<file path="src/rtl/intr_route_pkg.sv">
package intr_route_pkg;

    localparam int ENT_W     = 64;
    localparam int VEC_W     = 8;
    localparam int DM_W      = 3;
    localparam int DEST_W    = 16;

    localparam int DM_LSB    = 8;
    localparam int DMODE_BIT = 11;
    localparam int BUSY_BIT  = 12;
    localparam int RIRR_BIT  = 14;
    localparam int TRIG_BIT  = 15;
    localparam int MASK_BIT  = 16;
    localparam int DEST_LSB  = 48;

    localparam int A_DEST_SH  = 4;
    localparam int A_DMODE_SH = 2;
    localparam int D_DM_SH    = 8;
    localparam int D_TRIG_SH  = 15;

    localparam logic [ENT_W-1:0] RO_BITS   = (64'd1 << RIRR_BIT) | (64'd1 << BUSY_BIT);
    localparam logic [ENT_W-1:0] RESET_ENT = 64'd1 << MASK_BIT;

    typedef struct packed {
        logic [DEST_W-1:0] dest;
        logic              mask;
        logic              level;
        logic              dmode;
        logic [DM_W-1:0]   dm;
        logic [VEC_W-1:0]  vec;
    } rte_t;

    function automatic rte_t rte_decode(input logic [ENT_W-1:0] e);
        rte_t f;
        f.dest  = e[DEST_LSB +: DEST_W];
        f.mask  = e[MASK_BIT];
        f.level = e[TRIG_BIT];
        f.dmode = e[DMODE_BIT];
        f.dm    = e[DM_LSB +: DM_W];
        f.vec   = e[VEC_W-1:0];
        return f;
    endfunction

    function automatic logic [31:0] rte_addr(input rte_t f, input logic [31:0] base);
        return base | (32'(f.dest) << A_DEST_SH) | (32'(f.dmode) << A_DMODE_SH);
    endfunction

    function automatic logic [31:0] rte_data(input rte_t f);
        return 32'(f.vec) | (32'(f.dm) << D_DM_SH) | (32'(f.level) << D_TRIG_SH);
    endfunction

endpackage

</file>
<file path="src/rtl/irq_pin_front.sv">
module irq_pin_front #(
    parameter int NPINS     = 24,
    parameter int REMAP_SRC = 0,
    parameter int REMAP_DST = 2
) (
    input  logic             clk,
    input  logic             rst_n,
    input  logic [NPINS-1:0] pin_raw,
    output logic [NPINS-1:0] pin_lvl,
    output logic [NPINS-1:0] pin_rise
);

    typedef struct packed {
        logic [NPINS-1:0] prev;
    } front_t;

    front_t front_q, front_d;
    logic [NPINS-1:0] eff;

    for (genvar i = 0; i < NPINS; i++) begin : g_map
        if (i == REMAP_SRC) begin : g_src
            assign eff[i] = 1'b0;
        end else if (i == REMAP_DST) begin : g_dst
            assign eff[i] = pin_raw[i] | pin_raw[REMAP_SRC];
        end else begin : g_thru
            assign eff[i] = pin_raw[i];
        end
    end

    always_comb begin
        front_d      = front_q;
        front_d.prev = eff;
        pin_lvl      = eff;
        pin_rise     = eff & ~front_q.prev;
    end

    always_ff @(posedge clk) begin
        if (!rst_n) front_q <= '0;
        else        front_q <= front_d;
    end

endmodule

</file>
<file path="src/rtl/irq_redir_table.sv">
module irq_redir_table
    import intr_route_pkg::*;
#(
    parameter int NPINS = 24,
    parameter int IDX_W = 5
) (
    input  logic             clk,
    input  logic             rst_n,
    input  logic             wr_en,
    input  logic [IDX_W-1:0] wr_idx,
    input  logic [ENT_W-1:0] wr_data,
    input  logic [IDX_W-1:0] rd_idx,
    output logic [ENT_W-1:0] rd_data,
    input  logic             eoi_valid,
    input  logic [VEC_W-1:0] eoi_vec,
    input  logic [NPINS-1:0] svc_set,
    input  logic [IDX_W-1:0] sel_idx,
    output logic [ENT_W-1:0] sel_ent,
    output logic [NPINS-1:0] mask_o,
    output logic [NPINS-1:0] level_o,
    output logic [NPINS-1:0] rirr_o
);

    localparam logic [IDX_W:0] NP_LIM = (IDX_W+1)'(NPINS);

    typedef struct packed {
        logic [NPINS-1:0][ENT_W-1:0] ent;
        logic [NPINS-1:0]            rirr;
    } tbl_t;

    tbl_t tbl_q, tbl_d;

    always_comb begin
        tbl_d = tbl_q;
        for (int i = 0; i < NPINS; i++) begin
            if (wr_en && wr_idx == IDX_W'(i)) begin
                tbl_d.ent[i]  = wr_data & ~RO_BITS;
                tbl_d.rirr[i] = tbl_q.rirr[i] & wr_data[TRIG_BIT];
            end
            if (eoi_valid && tbl_d.rirr[i] && tbl_d.ent[i][VEC_W-1:0] == eoi_vec) begin
                tbl_d.rirr[i] = 1'b0;
            end
            if (svc_set[i]) begin
                tbl_d.rirr[i] = 1'b1;
            end
        end
    end

    always_ff @(posedge clk) begin
        if (!rst_n) begin
            for (int i = 0; i < NPINS; i++) tbl_q.ent[i] <= RESET_ENT;
            tbl_q.rirr <= '0;
        end else begin
            tbl_q <= tbl_d;
        end
    end

    for (genvar i = 0; i < NPINS; i++) begin : g_flags
        assign mask_o[i]  = tbl_q.ent[i][MASK_BIT];
        assign level_o[i] = tbl_q.ent[i][TRIG_BIT];
        assign rirr_o[i]  = tbl_q.rirr[i];
    end

    always_comb begin
        rd_data = '0;
        if ({1'b0, rd_idx} < NP_LIM) begin
            rd_data = tbl_q.ent[rd_idx];
            rd_data[RIRR_BIT] = tbl_q.rirr[rd_idx];
        end
        sel_ent = '0;
        if ({1'b0, sel_idx} < NP_LIM) begin
            sel_ent = tbl_q.ent[sel_idx];
            sel_ent[RIRR_BIT] = tbl_q.rirr[sel_idx];
        end
    end

endmodule

</file>
<file path="src/rtl/irq_svc_pick.sv">
module irq_svc_pick #(
    parameter int NPINS = 24,
    parameter int IDX_W = 5
) (
    input  logic [NPINS-1:0] elig,
    output logic             found,
    output logic [IDX_W-1:0] idx,
    output logic [NPINS-1:0] grant
);

    logic [NPINS:0] seen;

    assign seen[0] = 1'b0;

    for (genvar i = 0; i < NPINS; i++) begin : g_chain
        assign grant[i]    = elig[i] & ~seen[i];
        assign seen[i + 1] = seen[i] | elig[i];
    end

    assign found = seen[NPINS];

    always_comb begin
        idx = '0;
        for (int i = 0; i < NPINS; i++) begin
            if (grant[i]) idx = idx | IDX_W'(i);
        end
    end

endmodule

</file>
<file path="src/rtl/intr_route_engine.sv">
module intr_route_engine
    import intr_route_pkg::*;
#(
    parameter int          NPINS     = 24,
    parameter logic [31:0] MSG_BASE  = 32'hFEE0_0000,
    parameter int          REMAP_SRC = 0,
    parameter int          REMAP_DST = 2,
    localparam int         IDX_W     = $clog2(NPINS)
) (
    input  logic             clk,
    input  logic             rst_n,
    input  logic [NPINS-1:0] pin_raw,
    input  logic             tbl_we,
    input  logic [IDX_W-1:0] tbl_widx,
    input  logic [63:0]      tbl_wdata,
    input  logic [IDX_W-1:0] tbl_ridx,
    output logic [63:0]      tbl_rdata,
    input  logic             eoi_valid,
    input  logic [7:0]       eoi_vec,
    output logic             msg_valid,
    input  logic             msg_ready,
    output logic [31:0]      msg_addr,
    output logic [31:0]      msg_data,
    output logic [IDX_W-1:0] msg_pin
);

    typedef struct packed {
        logic [NPINS-1:0] pend;
        logic             vld;
        logic [IDX_W-1:0] pin;
        logic [31:0]      addr;
        logic [31:0]      data;
    } eng_t;

    eng_t eng_q, eng_d;

    logic [NPINS-1:0] lvl_v, rise_v, mask_v, level_v, rirr_v;
    logic [NPINS-1:0] elig, grant, svc_lvl, edge_clr;
    logic             found, load_w;
    logic [IDX_W-1:0] pick_idx;
    logic [63:0]      sel_ent;
    rte_t             sel_f;

    irq_pin_front #(
        .NPINS(NPINS), .REMAP_SRC(REMAP_SRC), .REMAP_DST(REMAP_DST)
    ) u_front (
        .clk(clk), .rst_n(rst_n), .pin_raw(pin_raw),
        .pin_lvl(lvl_v), .pin_rise(rise_v)
    );

    irq_redir_table #(.NPINS(NPINS), .IDX_W(IDX_W)) u_table (
        .clk(clk), .rst_n(rst_n),
        .wr_en(tbl_we), .wr_idx(tbl_widx), .wr_data(tbl_wdata),
        .rd_idx(tbl_ridx), .rd_data(tbl_rdata),
        .eoi_valid(eoi_valid), .eoi_vec(eoi_vec),
        .svc_set(svc_lvl), .sel_idx(pick_idx), .sel_ent(sel_ent),
        .mask_o(mask_v), .level_o(level_v), .rirr_o(rirr_v)
    );

    assign elig = eng_q.pend & ~mask_v & ~(level_v & rirr_v);

    irq_svc_pick #(.NPINS(NPINS), .IDX_W(IDX_W)) u_pick (
        .elig(elig), .found(found), .idx(pick_idx), .grant(grant)
    );

    always_comb begin
        eng_d    = eng_q;
        sel_f    = rte_decode(sel_ent);
        load_w   = found && (!eng_q.vld || msg_ready);
        svc_lvl  = '0;
        edge_clr = '0;
        if (load_w) begin
            if (sel_f.level) svc_lvl  = grant;
            else             edge_clr = grant;
        end
        for (int i = 0; i < NPINS; i++) begin
            if (level_v[i]) eng_d.pend[i] = lvl_v[i];
            else eng_d.pend[i] = (eng_q.pend[i] & ~edge_clr[i]) | (rise_v[i] & ~mask_v[i]);
        end
        if (load_w) begin
            eng_d.vld  = 1'b1;
            eng_d.pin  = pick_idx;
            eng_d.addr = rte_addr(sel_f, MSG_BASE);
            eng_d.data = rte_data(sel_f);
        end else if (eng_q.vld && msg_ready) begin
            eng_d.vld = 1'b0;
        end
    end

    always_ff @(posedge clk) begin
        if (!rst_n) eng_q <= '0;
        else        eng_q <= eng_d;
    end

    assign msg_valid = eng_q.vld;
    assign msg_addr  = eng_q.addr;
    assign msg_data  = eng_q.data;
    assign msg_pin   = eng_q.pin;


    msg_hold_chk: assert property (@(posedge clk) disable iff (!rst_n)
        msg_valid && !msg_ready |=> msg_valid && $stable(msg_addr) && $stable(msg_data) && $stable(msg_pin));


    no_src_pin_chk: assert property (@(posedge clk) disable iff (!rst_n)
        msg_valid |-> msg_pin != IDX_W'(REMAP_SRC));


    rirr_set_chk: assert property (@(posedge clk) disable iff (!rst_n)
        load_w && level_v[pick_idx] && !(tbl_we && tbl_widx == pick_idx) |=> rirr_v[$past(pick_idx)]);


    no_coalesced_send_chk: assert property (@(posedge clk) disable iff (!rst_n)
        load_w |-> !(level_v[pick_idx] && rirr_v[pick_idx]));


    edge_clr_chk: assert property (@(posedge clk) disable iff (!rst_n)
        load_w && !level_v[pick_idx] && !tbl_we && !rise_v[pick_idx] |=> !eng_q.pend[$past(pick_idx)]);


    masked_drop_chk: assert property (@(posedge clk) disable iff (!rst_n)
        !tbl_we |=> (eng_q.pend & $past(~level_v & mask_v & ~eng_q.pend)) == '0);


    low_first_chk: assert property (@(posedge clk) disable iff (!rst_n)
        load_w |-> (elig & ((NPINS'(1) << pick_idx) - NPINS'(1))) == '0);

endmodule

</file>
<file path="config.mk">
export PLATFORM = sky130hd
export DESIGN_NAME = intr_route_engine
export DESIGN_NICKNAME = d
export VERILOG_FILES = /design/src/rtl/intr_route_pkg.sv /design/src/rtl/irq_pin_front.sv /design/src/rtl/irq_redir_table.sv /design/src/rtl/irq_svc_pick.sv /design/src/rtl/intr_route_engine.sv
export SDC_FILE = /design/constraint.sdc
export NUM_CORES = 2
export LEC_CHECK = 0
export BUFFER_PORTS_ARGS = -buffer_cell sky130_fd_sc_hd__buf_4
export CORE_MARGIN = 4
export CORE_UTILIZATION = 45
export CTS_CLUSTER_DIAMETER = 100
export CTS_CLUSTER_SIZE = 14
export DETAILED_ROUTE_END_ITERATION = 12
export SLEW_MARGIN = 5
export SYNTH_ARGS = -nofsm -noshare
export SYNTH_HDL_FRONTEND = slang
export SYNTH_SLANG_ARGS = --single-unit
export TNS_END_PERCENT = 30
</file>
<file path="constraint.sdc">
create_clock -name clk -period 16 [get_ports clk]
set_clock_uncertainty 0.2 [all_clocks]
set_input_delay 4.8 -clock clk [delete_from_list [all_inputs] [get_ports clk]]
set_output_delay 4.8 -clock clk [all_outputs]
set_load 0.005 [all_outputs]
</file>
==> results.yml <==
run_status:
  status: "finished, final reports clean"
worst_hold_path:
  hold_depth: 2
  hp-class: "register to register"
  hold-path-endpoint: "eng_q[70]"
  hp-start: "eng_q[70]"
critical_path:
  r2r_setup_slack_ps: 10040
  path_max_fanout: 69
  r2r-start: "u_table.mask_o[20]"
  reg2reg_to: "msg_data[0]"
  cp_cell_sequence: "buf_8 -> buf_12 -> mux4_2 -> mux4_2 -> inv_1 -> o22ai_1 -> buf_4"
  cp-end-kind: "output port"
  cp_slowest_cell: "mux4_2"
  cp-start-kind: "primary input"
  critical-path-top-delay-family: "buffers and inverters"
  reg2regPathDepth: 12
  critPathMaxStageDelay_ps: 590
  crit_top_cell: "mux4_2"
  worstSetupPathType: "primary input to output port"
  critPathBufInv: 4
  cp.required_ps: 11000
  worstPathArrival_ps: 7860
floorplan:
  start_util_pct: 45.3
  die_area_sq_um: 187000
  core_sq_um: 179000
  design.portCount: 245
  fp.dieH_um: 433
  die_w_um: 433
  num_rows: 155
timing:
  tightest_slew_ps: 1190
  hold_viol_final: 0
  min_period_over_period_pct: 80.4
  period_minus_slack_ps: 12860
  tns_ps: 0
  max_freq_ghz: 0.0777
  rsz0062_at_grt: "no"
  maxSlewViolCount: 0
  slew_headroom_pct: 20.9
  setup_viol: 0
  setup_ws_ps: 3140
  hold_ws_ps: 239
clock_tree:
  ctsHoldBuffers: 0
  path_clk_slew_ps: 70
  ctsLongestPathBuffers: 3
  ctsRootBufferMaster: "clkbuf_16"
  cts_sinks: 1595
  tritoncts: "built"
  cts_max_level: 4
  cts_setup_buffers: 0
  cts_made_buffers: 133
  clock_latency_ps: 800
  postCtsResizedCells: 0
routing:
  routedWlPerCell_um: 28.6
  viasPerCell: 6.19
  wirelength_um: 313000
  drtPass1Iterations: 6
  drc: 0
  dr.first_iter.drc_count: 8733
  drt.antenna.violating_nets: 0
  vias: 67747
grt:
  globalRouteOverflowTotal: 0
  antenna_found_initial: 19
  grt_first_pass_wirelength_um: 452000
  grt_start_max_net_pins: 260
  grt_usage_pct: 32.4
  grt_pass1_vias: 64836
synthesis:
  ys_types: 70
  synth-seq-cells: 1595
  seq_area_frac_synth_pct: 39.3
  synthesis.instances: 8984
  synth_edf_count: 0
  ys.flop_type: "dfxtp_1"
  synth.avg_cell_area_sq_um: 9.04
  synthArstFlopShare_pct: 0
  yosysWarnings: 0
  netlist_area_sq_um: 81200
place:
  dp_hpwl_um: 177000
  gp_congestion: 0.941
  pre_cts_ws_ps: 3160
  port_buffers: 216
pwr:
  p_per_area_nw_per_um2: 87.8
  p_leak_nw: 30.4
  ir_worst_vdd_v: 0.000101
job:
  max_cap_violations: 0
final_layout:
  final_cell_mix: "2665 x nand2_1, 1595 x dfxtp_1, 1273 x a21boi_0"
  layout-drive-gt1-share_pct: 12.2
  fill_cells: 16715
  final_common_cell: "nand2_1"
  finalNetCount: 8660
  postLayoutCoreUtil_pct: 48.6
  area_growth_pct: 7.18
flip-flops by register name, indices dropped and copies added, names as in the netlist:
signal and flops:
msg_valid 1, eng_q 24, u_front.front_q 23, msg_addr 18, u_table.mask_o 24, msg_data 12
u_table.rirr_o 24, u_table.tbl_q 1440, msg_pin 5, u_table.level_o 24
per-stage QoR:
step	instance area (sq um)	power, mW	instances
6_report	87000	7.64	10936
5_1_grt	87000	7.84	10933
2_1_floorplan	81300	4.46	9009
4_1_cts	86900	7.67	10918
3_3_place_gp	83300	4.64	10767
3_5_place_dp	83300	4.64	10767
worst reg2reg max path: stages (launching register included):
cell and delay, ps:
dfxtp_1 360, nor2b_1 240, a2111oi_0 200, o311ai_0 400, o41ai_1 270, a221oi_4 650, buf_4 770, buf_4 660
buf_4 840, mux2_2 480, o211ai_1 330, a21oi_1 120, o311a_1 350
report_power, final:
group	leakage [nW]	switching (mW)	internal [mW]
Sequential	12.9	0.0201	4.00
Clock	1.76	1.55	1.53
Combinational	15.8	0.351	0.193
Total	30.4	1.92	5.72
synthesized netlist by cell type (49+ instances only):
cell type / count / share of area, %
nand2_1: 2691 / 12
dfxtp_1: 1595 / 39
a21boi_0: 1273 / 12
clkbuf_1: 712 / 3.3
mux2i_1: 506 / 6.2
mux4_2: 443 / 12
nor2b_1: 330 / 2.5
xnor2_1: 168 / 1.8
a211oi_1: 158 / 1.5
nor2_1: 86 / 0.40
buf_4: 81 / 0.75
inv_1: 80 / 0.37
o22ai_1: 75 / 0.58
buf_1: 73 / 0.34
nor3_1: 55 / 0.34
a21oi_1: 49 / 0.30
worst max-delay path by stage:
stage | cells after the start | endpoint | from | slack, ps
final | 7 | tbl_rdata[49] | tbl_ridx[0] | 3140
after global routing | 7 | tbl_rdata[49] | tbl_ridx[0] | 3040
after CTS | 7 | tbl_rdata[49] | tbl_ridx[0] | 3150
after detailed placement | 7 | tbl_rdata[49] | tbl_ridx[0] | 3160
after global placement | 7 | tbl_rdata[49] | tbl_ridx[0] | 3160
after floorplan | 8 | tbl_rdata[15] | tbl_ridx[0] | 3530
layer usage:
metal / vias to the layer above / global-route usage [%] / share of wire (%)
li1: 29875 / - / -
met1: 33554 / 42.7 / 40
met2: 3561 / 51.2 / 45
met3: 755 / 6.30 / 9.4
met4: 2 / 15.7 / 5.2
met5: - / 0 / 0.0042
logic make-up after synthesis:
family,Yosys count,share of synthesized area (%)
AO/OA/AOI/OAI,1841,17.0
XOR/XNOR,192,2.07
AND/OR/NAND/NOR,3368,17.3
buffers and inverters,1012,5.35
flip-flops,1595,39.3
multiplexers,975,18.9
other,1,0.00462
layout make-up:
| class | instances | area (sq um) | area share (%) |
|---|---|---|---|
| Timing Repair Buffer | 337 | 2760 | 3.17 |
| Sequential cell | 1595 | 31900 | 36.7 |
| Inverter | 80 | 300 | 0.345 |
| Clock inverter | 13 | 151 | 0.174 |
| Antenna cell | 16 | 40.0 | 0.0460 |
| Clock buffer | 138 | 3430 | 3.94 |
| Tap cell | 2355 | 2950 | 3.39 |
| Multi-Input combinational cell | 6402 | 45400 | 52.2 |
Note: power is estimated with default switching activity, not from simulation.
